--- src/rtl/sap_pkg.sv ---
package sap_pkg;
  localparam int SAMPLE_W  = 16;
  localparam int FRAME_MAX = 64;
  localparam int STAT_W    = 4;
  localparam int STAT_BASE = FRAME_MAX - STAT_W;
  localparam int IDX_W     = $clog2(FRAME_MAX + 1);
  localparam int POS_W     = $clog2(SAMPLE_W);

  typedef enum logic [1:0] {
    FMT_STAT   = 2'b00,
    FMT_WIDE   = 2'b01,
    FMT_PACKED = 2'b10,
    FMT_OFF    = 2'b11
  } fmt_e;

  typedef enum logic [1:0] {
    SL_LEFT  = 2'd0,
    SL_RIGHT = 2'd1,
    SL_STAT  = 2'd2,
    SL_PAD   = 2'd3
  } slot_kind_e;

  typedef struct packed {
    slot_kind_e         kind;
    logic [POS_W-1:0]   pos;
  } slot_t;

  // Number of bits in one frame of the given layout.
  function automatic logic [IDX_W-1:0] frame_len(fmt_e f);
    case (f)
      FMT_PACKED: frame_len = IDX_W'(2 * SAMPLE_W);
      FMT_WIDE,
      FMT_STAT:   frame_len = IDX_W'(FRAME_MAX);
      default:    frame_len = '0;
    endcase
  endfunction

  // What the bit at index idx of a frame carries, and which bit of it.
  function automatic slot_t slot_of(fmt_e f, logic [IDX_W-1:0] idx);
    int i;
    slot_t s;
    i      = int'(idx);
    s.kind = SL_PAD;
    s.pos  = POS_W'(SAMPLE_W - 1 - (i % SAMPLE_W));
    case (f)
      FMT_PACKED, FMT_STAT: begin
        if (i < SAMPLE_W)          s.kind = SL_LEFT;
        else if (i < 2 * SAMPLE_W) s.kind = SL_RIGHT;
        else if (f == FMT_STAT && i >= STAT_BASE && i < FRAME_MAX) begin
          s.kind = SL_STAT;
          s.pos  = POS_W'(i - STAT_BASE);
        end
      end
      FMT_WIDE: begin
        if (i < SAMPLE_W)                              s.kind = SL_LEFT;
        else if (i >= 2 * SAMPLE_W && i < 3 * SAMPLE_W) s.kind = SL_RIGHT;
      end
      default: s.kind = SL_PAD;
    endcase
    return s;
  endfunction
endpackage

--- src/rtl/sap_edge_sync.sv ---
module sap_edge_sync #(
  parameter int STAGES = 2
) (
  input  logic clk,
  input  logic rst_n,
  input  logic sclk_i,
  input  logic fsync_i,
  input  logic sdin_i,
  output logic sclk_rise,
  output logic sclk_fall,
  output logic fsync_s,
  output logic sdin_s
);
  localparam int LINES = 3;

  logic [LINES-1:0] stg [STAGES];
  logic             sclk_d;

  always_ff @(posedge clk) begin
    if (!rst_n) begin
      for (int i = 0; i < STAGES; i++) stg[i] <= '0;
      sclk_d <= 1'b0;
    end else begin
      stg[0] <= {sclk_i, fsync_i, sdin_i};
      for (int i = 1; i < STAGES; i++) stg[i] <= stg[i-1];
      sclk_d <= stg[STAGES-1][2];
    end
  end

  assign sclk_rise = stg[STAGES-1][2] & ~sclk_d;
  assign sclk_fall = ~stg[STAGES-1][2] & sclk_d;
  assign fsync_s   = stg[STAGES-1][1];
  assign sdin_s    = stg[STAGES-1][0];
endmodule

--- src/rtl/sap_tx.sv ---
module sap_tx
  import sap_pkg::*;
(
  input  logic                clk,
  input  logic                rst_n,
  input  logic                rise,
  input  logic                fsync_s,
  input  logic                port_en,
  input  logic [1:0]          fmt_sel,
  input  logic [SAMPLE_W-1:0] cap_left,
  input  logic [SAMPLE_W-1:0] cap_right,
  input  logic                cap_ready,
  input  logic [STAT_W-1:0]   stat_flags,
  output logic                sdout_q,
  output logic                line_live,
  output logic [IDX_W-1:0]    line_idx,
  output fmt_e                line_fmt,
  output logic                frame_start
);
  logic [SAMPLE_W-1:0] sh_l, sh_r;
  logic [STAT_W-1:0]   sh_st;
  fmt_e                fmt_q;
  logic                live;
  logic [IDX_W-1:0]    cnt;
  logic                in_frame;
  logic                bit_now;
  slot_t               nxt;

  assign in_frame    = live && (cnt < frame_len(fmt_q)) && port_en;
  assign nxt         = slot_of(fmt_q, cnt);
  assign frame_start = rise && fsync_s && port_en && (fmt_e'(fmt_sel) != FMT_OFF);

  always_comb begin
    case (nxt.kind)
      SL_LEFT:  bit_now = sh_l[nxt.pos];
      SL_RIGHT: bit_now = sh_r[nxt.pos];
      SL_STAT:  bit_now = sh_st[nxt.pos[$clog2(STAT_W)-1:0]];
      default:  bit_now = 1'b0;
    endcase
  end

  always_ff @(posedge clk) begin
    if (!rst_n) begin
      sdout_q   <= 1'b0;
      line_live <= 1'b0;
      line_idx  <= '0;
      line_fmt  <= FMT_OFF;
      fmt_q     <= FMT_OFF;
      live      <= 1'b0;
      cnt       <= '0;
      sh_l      <= '0;
      sh_r      <= '0;
      sh_st     <= '0;
    end else if (rise) begin
      sdout_q   <= in_frame ? bit_now : 1'b0;
      line_live <= in_frame;
      line_idx  <= cnt;
      line_fmt  <= fmt_q;
      if (in_frame) cnt <= cnt + 1'b1;
      if (frame_start) begin
        live  <= 1'b1;
        cnt   <= '0;
        fmt_q <= fmt_e'(fmt_sel);
        sh_l  <= cap_ready ? cap_left  : '0;
        sh_r  <= cap_ready ? cap_right : '0;
        sh_st <= stat_flags;
      end else if (!port_en) begin
        live <= 1'b0;
      end
    end
  end
endmodule

--- src/rtl/sap_rx.sv ---
module sap_rx
  import sap_pkg::*;
(
  input  logic                clk,
  input  logic                rst_n,
  input  logic                fall,
  input  logic                sdin_s,
  input  logic                port_en,
  input  logic                line_live,
  input  slot_t               line_slot,
  output logic [SAMPLE_W-1:0] play_left,
  output logic [SAMPLE_W-1:0] play_right,
  output logic                play_valid,
  output logic                rx_last
);
  logic [SAMPLE_W-1:0] lsh, rsh;
  logic                take;

  assign take    = fall && line_live && port_en;
  assign rx_last = take && (line_slot.kind == SL_RIGHT) && (line_slot.pos == '0);

  always_ff @(posedge clk) begin
    if (!rst_n) begin
      lsh        <= '0;
      rsh        <= '0;
      play_left  <= '0;
      play_right <= '0;
      play_valid <= 1'b0;
    end else begin
      play_valid <= 1'b0;
      if (take && line_slot.kind == SL_LEFT)  lsh <= {lsh[SAMPLE_W-2:0], sdin_s};
      if (take && line_slot.kind == SL_RIGHT) rsh <= {rsh[SAMPLE_W-2:0], sdin_s};
      if (rx_last) begin
        play_left  <= lsh;
        play_right <= {rsh[SAMPLE_W-2:0], sdin_s};
        play_valid <= 1'b1;
      end
    end
  end
endmodule

--- src/rtl/sap_serial_port.sv ---
module sap_serial_port
  import sap_pkg::*;
#(
  parameter int SYNC_STAGES = 2
) (
  input  logic                clk,
  input  logic                rst_n,
  input  logic                port_en,
  input  logic [1:0]          fmt_sel,
  input  logic                sclk,
  input  logic                fsync,
  input  logic                sdin,
  output logic                sdout,
  input  logic [SAMPLE_W-1:0] cap_left,
  input  logic [SAMPLE_W-1:0] cap_right,
  input  logic                cap_ready,
  input  logic                irq_flag,
  input  logic                cap_en_flag,
  input  logic                play_en_flag,
  input  logic                ovr_flag,
  output logic [SAMPLE_W-1:0] play_left,
  output logic [SAMPLE_W-1:0] play_right,
  output logic                play_valid
);
  logic             tx_rise, rx_fall, fsync_s, sdin_s;
  logic             sdout_q, line_live, frame_start, rx_last;
  logic [IDX_W-1:0] line_idx;
  fmt_e             line_fmt;
  slot_t            line_slot;
  slot_kind_e       line_kind;
  logic [STAT_W-1:0] stat_flags;

  // Status bit 0 goes out first.
  assign stat_flags = {ovr_flag, play_en_flag, cap_en_flag, irq_flag};

  sap_edge_sync #(.STAGES(SYNC_STAGES)) u_sync (
    .clk(clk), .rst_n(rst_n), .sclk_i(sclk), .fsync_i(fsync), .sdin_i(sdin),
    .sclk_rise(tx_rise), .sclk_fall(rx_fall), .fsync_s(fsync_s), .sdin_s(sdin_s)
  );

  sap_tx u_tx (
    .clk(clk), .rst_n(rst_n), .rise(tx_rise), .fsync_s(fsync_s), .port_en(port_en),
    .fmt_sel(fmt_sel), .cap_left(cap_left), .cap_right(cap_right),
    .cap_ready(cap_ready), .stat_flags(stat_flags), .sdout_q(sdout_q),
    .line_live(line_live), .line_idx(line_idx), .line_fmt(line_fmt),
    .frame_start(frame_start)
  );

  assign line_slot = slot_of(line_fmt, line_idx);
  assign line_kind = line_slot.kind;

  sap_rx u_rx (
    .clk(clk), .rst_n(rst_n), .fall(rx_fall), .sdin_s(sdin_s), .port_en(port_en),
    .line_live(line_live), .line_slot(line_slot), .play_left(play_left),
    .play_right(play_right), .play_valid(play_valid), .rx_last(rx_last)
  );

  assign sdout = sdout_q & port_en;
endmodule

--- config.mk ---
export PLATFORM = sky130hd
export DESIGN_NAME = sap_serial_port
export DESIGN_NICKNAME = d
export VERILOG_FILES = /design/src/rtl/sap_pkg.sv /design/src/rtl/sap_edge_sync.sv /design/src/rtl/sap_tx.sv /design/src/rtl/sap_rx.sv /design/src/rtl/sap_serial_port.sv
export SDC_FILE = /design/constraint.sdc
export NUM_CORES = 1
export LEC_CHECK = 0
export BUFFER_PORTS_ARGS = -buffer_cell sky130_fd_sc_hd__buf_2
export CORE_UTILIZATION = 50
export DETAILED_ROUTE_END_ITERATION = 10
export HOLD_SLACK_MARGIN = 0.06
export PLACE_DENSITY = 0.71
export SLEW_MARGIN = 25
export SYNTH_ARGS = -nofsm -noshare
export SYNTH_HDL_FRONTEND = slang
export SYNTH_SLANG_ARGS = --single-unit
--- constraint.sdc ---
create_clock -name clk -period 2.5 [get_ports clk]
set_input_delay 0 -clock clk [delete_from_list [all_inputs] [get_ports clk]]
set_output_delay 0 -clock clk [all_outputs]
set_load 0.01 [all_outputs]
# Word-level counts from Yosys, hierarchy flattened
# Memory sizes are Yosys's and may differ from the RTL's.
# Cells that the tools add are included.
# W data, S select, Z words.
totals:
  ff_bits: 122
  ram_bits: 6
  in_bits: 45
  output_inout_bits: 34
  word_cells: 119
  memories: 1
op_classes:
  n_addsub: 5
  order_cmp: 15
  eq_ne: 9
  mux: 38
  bitwise: 7
  n_reduce_logical: 28
memory_table:
  columns: ["memory", "depth", "width", "rd", "rd_clocked_by_memory_dff", "wr", "line_no", "text"]
  rows:
  - ["u_sync.stg", 2, 3, 2, 0, 2, "sap_edge_sync.sv:16", "logic [LINES-1:0] stg [STAGES];"]
op_table:
  columns: ["op", "n"]
  rows:
  - ["$mux W16", 2]
  - ["$ge A7 B6 Y1 const B", 4]
  - ["$lt A7 B6 Y1 const B", 4]
  - ["$mux W4", 6]
  - ["$logic_and A1 B1 Y1", 16]
  - ["$mux W2", 8]
  - ["$lt A7 B5 Y1 const B", 2]
  - ["$lt A7 B7 Y1 const B", 2]
  - ["$mux W7", 2]
  - ["$pmux W7 S2", 1]
  - ["$mux W5", 2]
  - ["$mux W1", 9]
  - ["$bmux W1 S4", 2]
  - ["$eq A2 B1 Y1 const B", 4]
  - ["$logic_not A2 Y1", 4]
  - ["$pmux W2 S2", 2]
  - ["$sub A4 B4 Y4 const A", 2]
  - ["$sub A4 B4 Y4 const B", 2]
  - ["$add A7 B1 Y7 const B", 1]
  - ["$lt A7 B7 Y1", 1]
  - ["$eq A2 B2 Y1 const B", 3]
  - ["$mux W3", 2]
  - ["$reduce_and A2 Y1", 3]
  - ["$reduce_or A2 Y1", 3]
  - ["other kinds (11)", 15]

# Logic depth before layout (Yosys ltp)
depth:
  ltp_word: 11
  mapped_depth: 10
  mapped_depth_nobuf: 8

# Cells and area by module
# From an unflattened synthesis, not the netlist that was laid out.
hier_totals:
  cells_unflattened: 575
  hier_area_um2: 5297.6
modules_own_cells:
  columns: ["mod", "instances", "cells_per_inst", "area_per_inst_um2", "seq_area_each_um2"]
  rows:
  - ["sap_rx", 1, 286, 2487.4, 1281.2]
  - ["sap_tx", 1, 256, 2479.9, 1141.1]
  - ["sap_edge_sync", 1, 16, 196.4, 140.1]
  - ["sap_serial_port", 1, 17, 133.9, 0.0]

# Worst setup path before layout
# Ideal clock, no wire load.
synth_path:
  path_type: "register -> register"
  from: "reg u_tx.line_idx[3]"
  to: "reg u_rx.play_left[10]"
  setup_ps: 116
  arrival_time_ps: 2097
  slack_ps: 287
  stages_incl_launch_ff: 11
  path_buffers: 2
  path_cell_list: "dfxtp_1 > ha_1 > or3b_1 > a211oi_2 > nor3b_2 > mux2i_1 > nor4b_2 > buf_6 > buf_12 > mux2i_1 > nor2b_1"
synth_between:
  elab_chain_len: 10
  word_cells_on_any_way: 24
synth_rtl:
  columns: ["item", "line_no", "text"]
  rows:
  - ["start: declaration", "sap_tx.sv:16", "output logic [IDX_W-1:0] line_idx,"]
  - ["start signal: assignment", "sap_tx.sv:57", "line_idx <= cnt;"]
  - ["$ge A7 B6 Y1", "sap_pkg.sv:49", "else if (f == FMT_STAT && i >= STAT_BASE && i < FRAME_MAX) begin"]
  - ["$logic_and A1 B1 Y1 (2 in a row)", "sap_pkg.sv:49", null]
  - ["$mux W5", "sap_pkg.sv:49", null]
  - ["$mux W2", "sap_pkg.sv:48", "else if (i < 2 * SAMPLE_W) s.kind = SL_RIGHT;"]
  - ["$mux W2", "sap_pkg.sv:47", "if (i < SAMPLE_W) s.kind = SL_LEFT;"]
  - ["$pmux W2 S2", "sap_pkg.sv:45", "case (f)"]
  - ["$eq A2 B1 Y1", "sap_rx.sv:20", "assign rx_last = take && (line_slot.kind == SL_RIGHT) && (line_slot.pos == '0);"]
  - ["$logic_and A1 B1 Y1", "sap_rx.sv:20", null]
  - ["$logic_and A1 B1 Y1 *", "sap_rx.sv:20", null]
  - ["end signal: assignment", "sap_rx.sv:34", "play_left <= lsh;"]
  - ["end: declaration", "sap_rx.sv:11", "output logic [SAMPLE_W-1:0] play_left,"]
# Mark *: on every way between the ends. The rest lies on a longest branch, timed or not.
# A chain may end at the register's enable or synchronous reset.

# Final worst setup path
layout_path:
  from: "reg u_tx.line_idx[2]"
  to: "reg u_rx.play_left[14]"
# The elaborated chain is that of the path after synthesis.

==> results.yml <==
pwr:
  ir_worst_vdd_mv: 0.372
  leakage_uw: 0.00276
  powerDensity_nw_per_um2: 639
placed_design:
  place_hpwl_um: 7750
  placed_area_um2: 6030
  numPortBuffers: 78
  globalplace.congestion: 0.852
grt:
  grt_pass1_vias: 4184
  grt_usage: 0.223
  grt_pass1_wl_um: 20200
  gr-total-overflow: 0
  grt_max_degree: 89
  antenna_found_initial: 0
drt:
  drt_iter0_markers: 268
  drt_first_pass_iters: 4
  drc_errors: 0
  routed_wl_um: 12700
  via_count: 4291
  routedWlPerCell_um: 15.6
  via_per_inst: 5.27
  final_antenna_net_count: 0
setup_path:
  endpoint_kind: "flop"
  cp_slowest_stage_delay_ns: 0.36
  path_buf_inv: 2
  cp_max_fo: 8
  arrival_ns: 2.97
  worstSetupPathType: "reg2reg"
  slowest_stage: "or3b_1"
  path_cells: "ha_1, or3b_1, a211oi_2, nor3b_2, mux2i_2, nor4b_4, buf_6, clkbuf_16, mux2i_1, nor2b_1"
  crit_path_start_kind: "flop"
  path_delay_family: "simple AND/OR/NAND/NOR gates"
  required_ns: 2.90
yosys:
  syn_inst: 528
  synth_nets: 577
  synthMuxAreaShare: 0.160
  synth_xor_area_frac: 0.00961
  synth_top_family_by_area: "simple AND/OR/NAND/NOR gates"
  synth_fa_ha_area_frac: 0.00915
  synth_seq_area_share: 0.469
  ys_types: 55
  yosys-top-cells-area: "dfxtp_1, mux2i_1, nor2b_1"
  yosys.area.top_type: "dfxtp_1"
  avgSynthCellArea_um2: 10.4
  synthesis.area_um2: 5470
  synthSimpleGateAreaFrac: 0.188
  ys_warn_count: 0
  synth_top_area_frac: 0.469
  synth_seq_cells: 128
  synth_compound_area_frac: 0.127
sta:
  setup_viol: 9
  whs_ns: 0.208
  fin_worst_skew_ns: 0.0111
  relSlewSlack: 0.570
  worst_slew_pin_slew_ns: 0.646
  maxSlewViolCount: 0
  max_freq_mhz: 389
  finalHoldViolCount: 0
  finalWorstSetupSlack_ns: -0.0718
  grt_setup_unrepaired: "true"
  layout_min_cycle_time_ns: 2.57
  fin_crit_sh: 1.03
cts:
  cts_tree: "yes"
  clock_latency_ns: 0.51
  clkTransAtPathRegs_ns: 0.06
  cts_buffer_depth: 2
  clock-sinks: 128
  root_buffer: "clkbuf_8"
  htreeDepth: 4
  cts_buffers: 17
outcome:
  violations: "setup timing"
  status: "finished, violations left"
final_layout:
  diodes: 0
  fin_area_um2: 7170
  n_fill_cell: 794
  areaGrowthSynthToFinish_pct: 31.2
  num-nets-final: 715
  drive_above_1_share: 0.233
die:
  die_x_um: 107
  die_area_um2: 11400
  fp.dieH_um: 107
  row_count: 37
  pin_count: 79
  initial_utilization: 0.523
  coreArea_um2: 10500
hold_path:
  hold_path.class: "in2reg"
flow_run:
  maxCapViolCount: 0
[logic make-up after synthesis]
kind of cell / after synthesis
adders and majority gates: 4
and+or+nand+nor: 186
AOI/OAI and AO/OA: 86
xor gates and xnor gates: 6
buffers and inverters: 36
muxes: 82
DFF: 128
[registers in the layout, indices dropped and copies added (netlist names)]
name,count
u_rx.lsh,16
u_rx.play_left,16
u_rx.play_right,16
u_rx.play_valid,1
u_rx.rsh,15
u_sync.sclk_d,1
u_sync.stg,6
u_tx.cnt,7
u_tx.fmt_q,2
u_tx.line_fmt,2
u_tx.line_idx,7
u_tx.line_live,1
u_tx.live,1
u_tx.sdout_q,1
u_tx.sh_l,16
u_tx.sh_r,16
u_tx.sh_st,4
[where the power goes]
part | switching (uW) | internal (uW)
clock | 896 | 1470
sequential | 6.18 | 2050
combinational | 65.1 | 98.5
[worst paths after layout]
kind	startpoint	to	slack (ns)	depth (start not counted)
hold reg to reg	u_sync.stg[0][2]	u_sync.stg[0][5]	0.44	1
setup / recovery	u_tx.line_idx[2]	u_rx.play_left[14]	-0.07	10
setup reg to reg	u_tx.line_idx[2]	u_rx.play_left[14]	-0.07	10
hold / removal	cap_ready	u_tx.sh_l[12]	0.21	5
[final cells by class]
type	instances	area, um^2	share of cell area
Clock buffer	20	445	0.0621
Clock inverter	11	131	0.0183
Inverter	1	3.75	0.000523
Multi-Input combinational cell	364	2720	0.379
Sequential cell	128	2560	0.358
Tap cell	136	170	0.0237
Timing Repair Buffer	154	1140	0.159
[per-layer routing]
| metal | up-vias | routed length, um | GRT usage |
|---|---|---|---|
| met1 | 2032 | 5930 | 0.294 |
| li1 | 2143 | - | - |
| met4 | 0 | 129 | 0.0773 |
| met2 | 103 | 6090 | 0.363 |
| met5 | - | 0 | 0 |
| met3 | 13 | 512 | 0.0450 |
[through the flow]
| step | instances | TNS (ns) | power [uW] | utilization | setup WS (ns) |
|---|---|---|---|---|---|
| after floorplan | 528 | 0 | 2160 | - | 0.287 |
| after global placement | 731 | 0 | 2200 | 0.577 | 0.151 |
| after detailed placement | 731 | 0 | 2210 | 0.577 | 0.0276 |
| after CTS | 806 | 0 | 4610 | 0.674 | 0.0210 |
| after global routing | 814 | -2.49 | 4730 | 0.686 | -0.168 |
| final | 814 | -0.142 | 4590 | 0.686 | -0.0718 |
[Yosys cell counts (all sizes together)]
cell and number:
dfxtp 128, mux2i 76, nor2b 71, nand2 38, a22o 33, clkbuf 22, nor2 22, and2 15
buf 13, o21ai 9, a21boi 8, a21oi 6, nand3 6, nor3 6, nor3b 6, nand2b 5
a31oi 4, and3 4, ha 4, mux4 4, o22ai 4, or3 4, a211oi 3, o211ai 3
o221ai 3, xnor2 3, xor2 3, a2111oi 2, a211o 2, mux2 2, nand3b 2, nand4 2
o211a 2, or3b 2, a32oi 1, a41o 1, inv 1, nor4 1, nor4b 1, o21a 1
o21bai 1, o22a 1, o311ai 1, o31a 1, or2 1
[cells in the final DEF (no fill, tap or decap), drive strengths merged, types with 4 or more instances in the layout]
cell type | Yosys | routed
o21ai | 9 | 9
a31oi | 4 | 4
dfxtp | 128 | 128
or3 | 4 | 4
and3 | 4 | 4
a22o | 33 | 33
and2 | 15 | 15
ha | 4 | 4
clkbuf | 22 | 22
nand2b | 5 | 5
clkinv | 0 | 4
nor3b | 6 | 6
o22ai | 4 | 4
nor3 | 6 | 6
mux2i | 76 | 76
dlygate4sd3 | 0 | 44
a21boi | 8 | 8
mux4 | 4 | 4
buf | 13 | 108
nand3 | 6 | 6
a21oi | 6 | 6
nor2 | 22 | 22
nor2b | 71 | 71
nand2 | 38 | 38
[what timing repair did]
item / CTS / global route
endpoints found under the hold margin: 43 / 0
setup buffers: 0 / 4
hold buffers: 44 / 0
resized for setup: 0 / 11
endpoints found under the setup margin: 0 / 33
[worst register-to-register path, cell delays in order, from the launching register on]
cell       delay [ns]
dfxtp_2          0.35
ha_1             0.14
or3b_1           0.36
a211oi_2         0.23
nor3b_2          0.25
mux2i_2          0.12
nor4b_4          0.36
buf_6            0.20
clkbuf_16        0.18
mux2i_1          0.23
nor2b_1          0.07
Power figures use the tool's default switching activity.
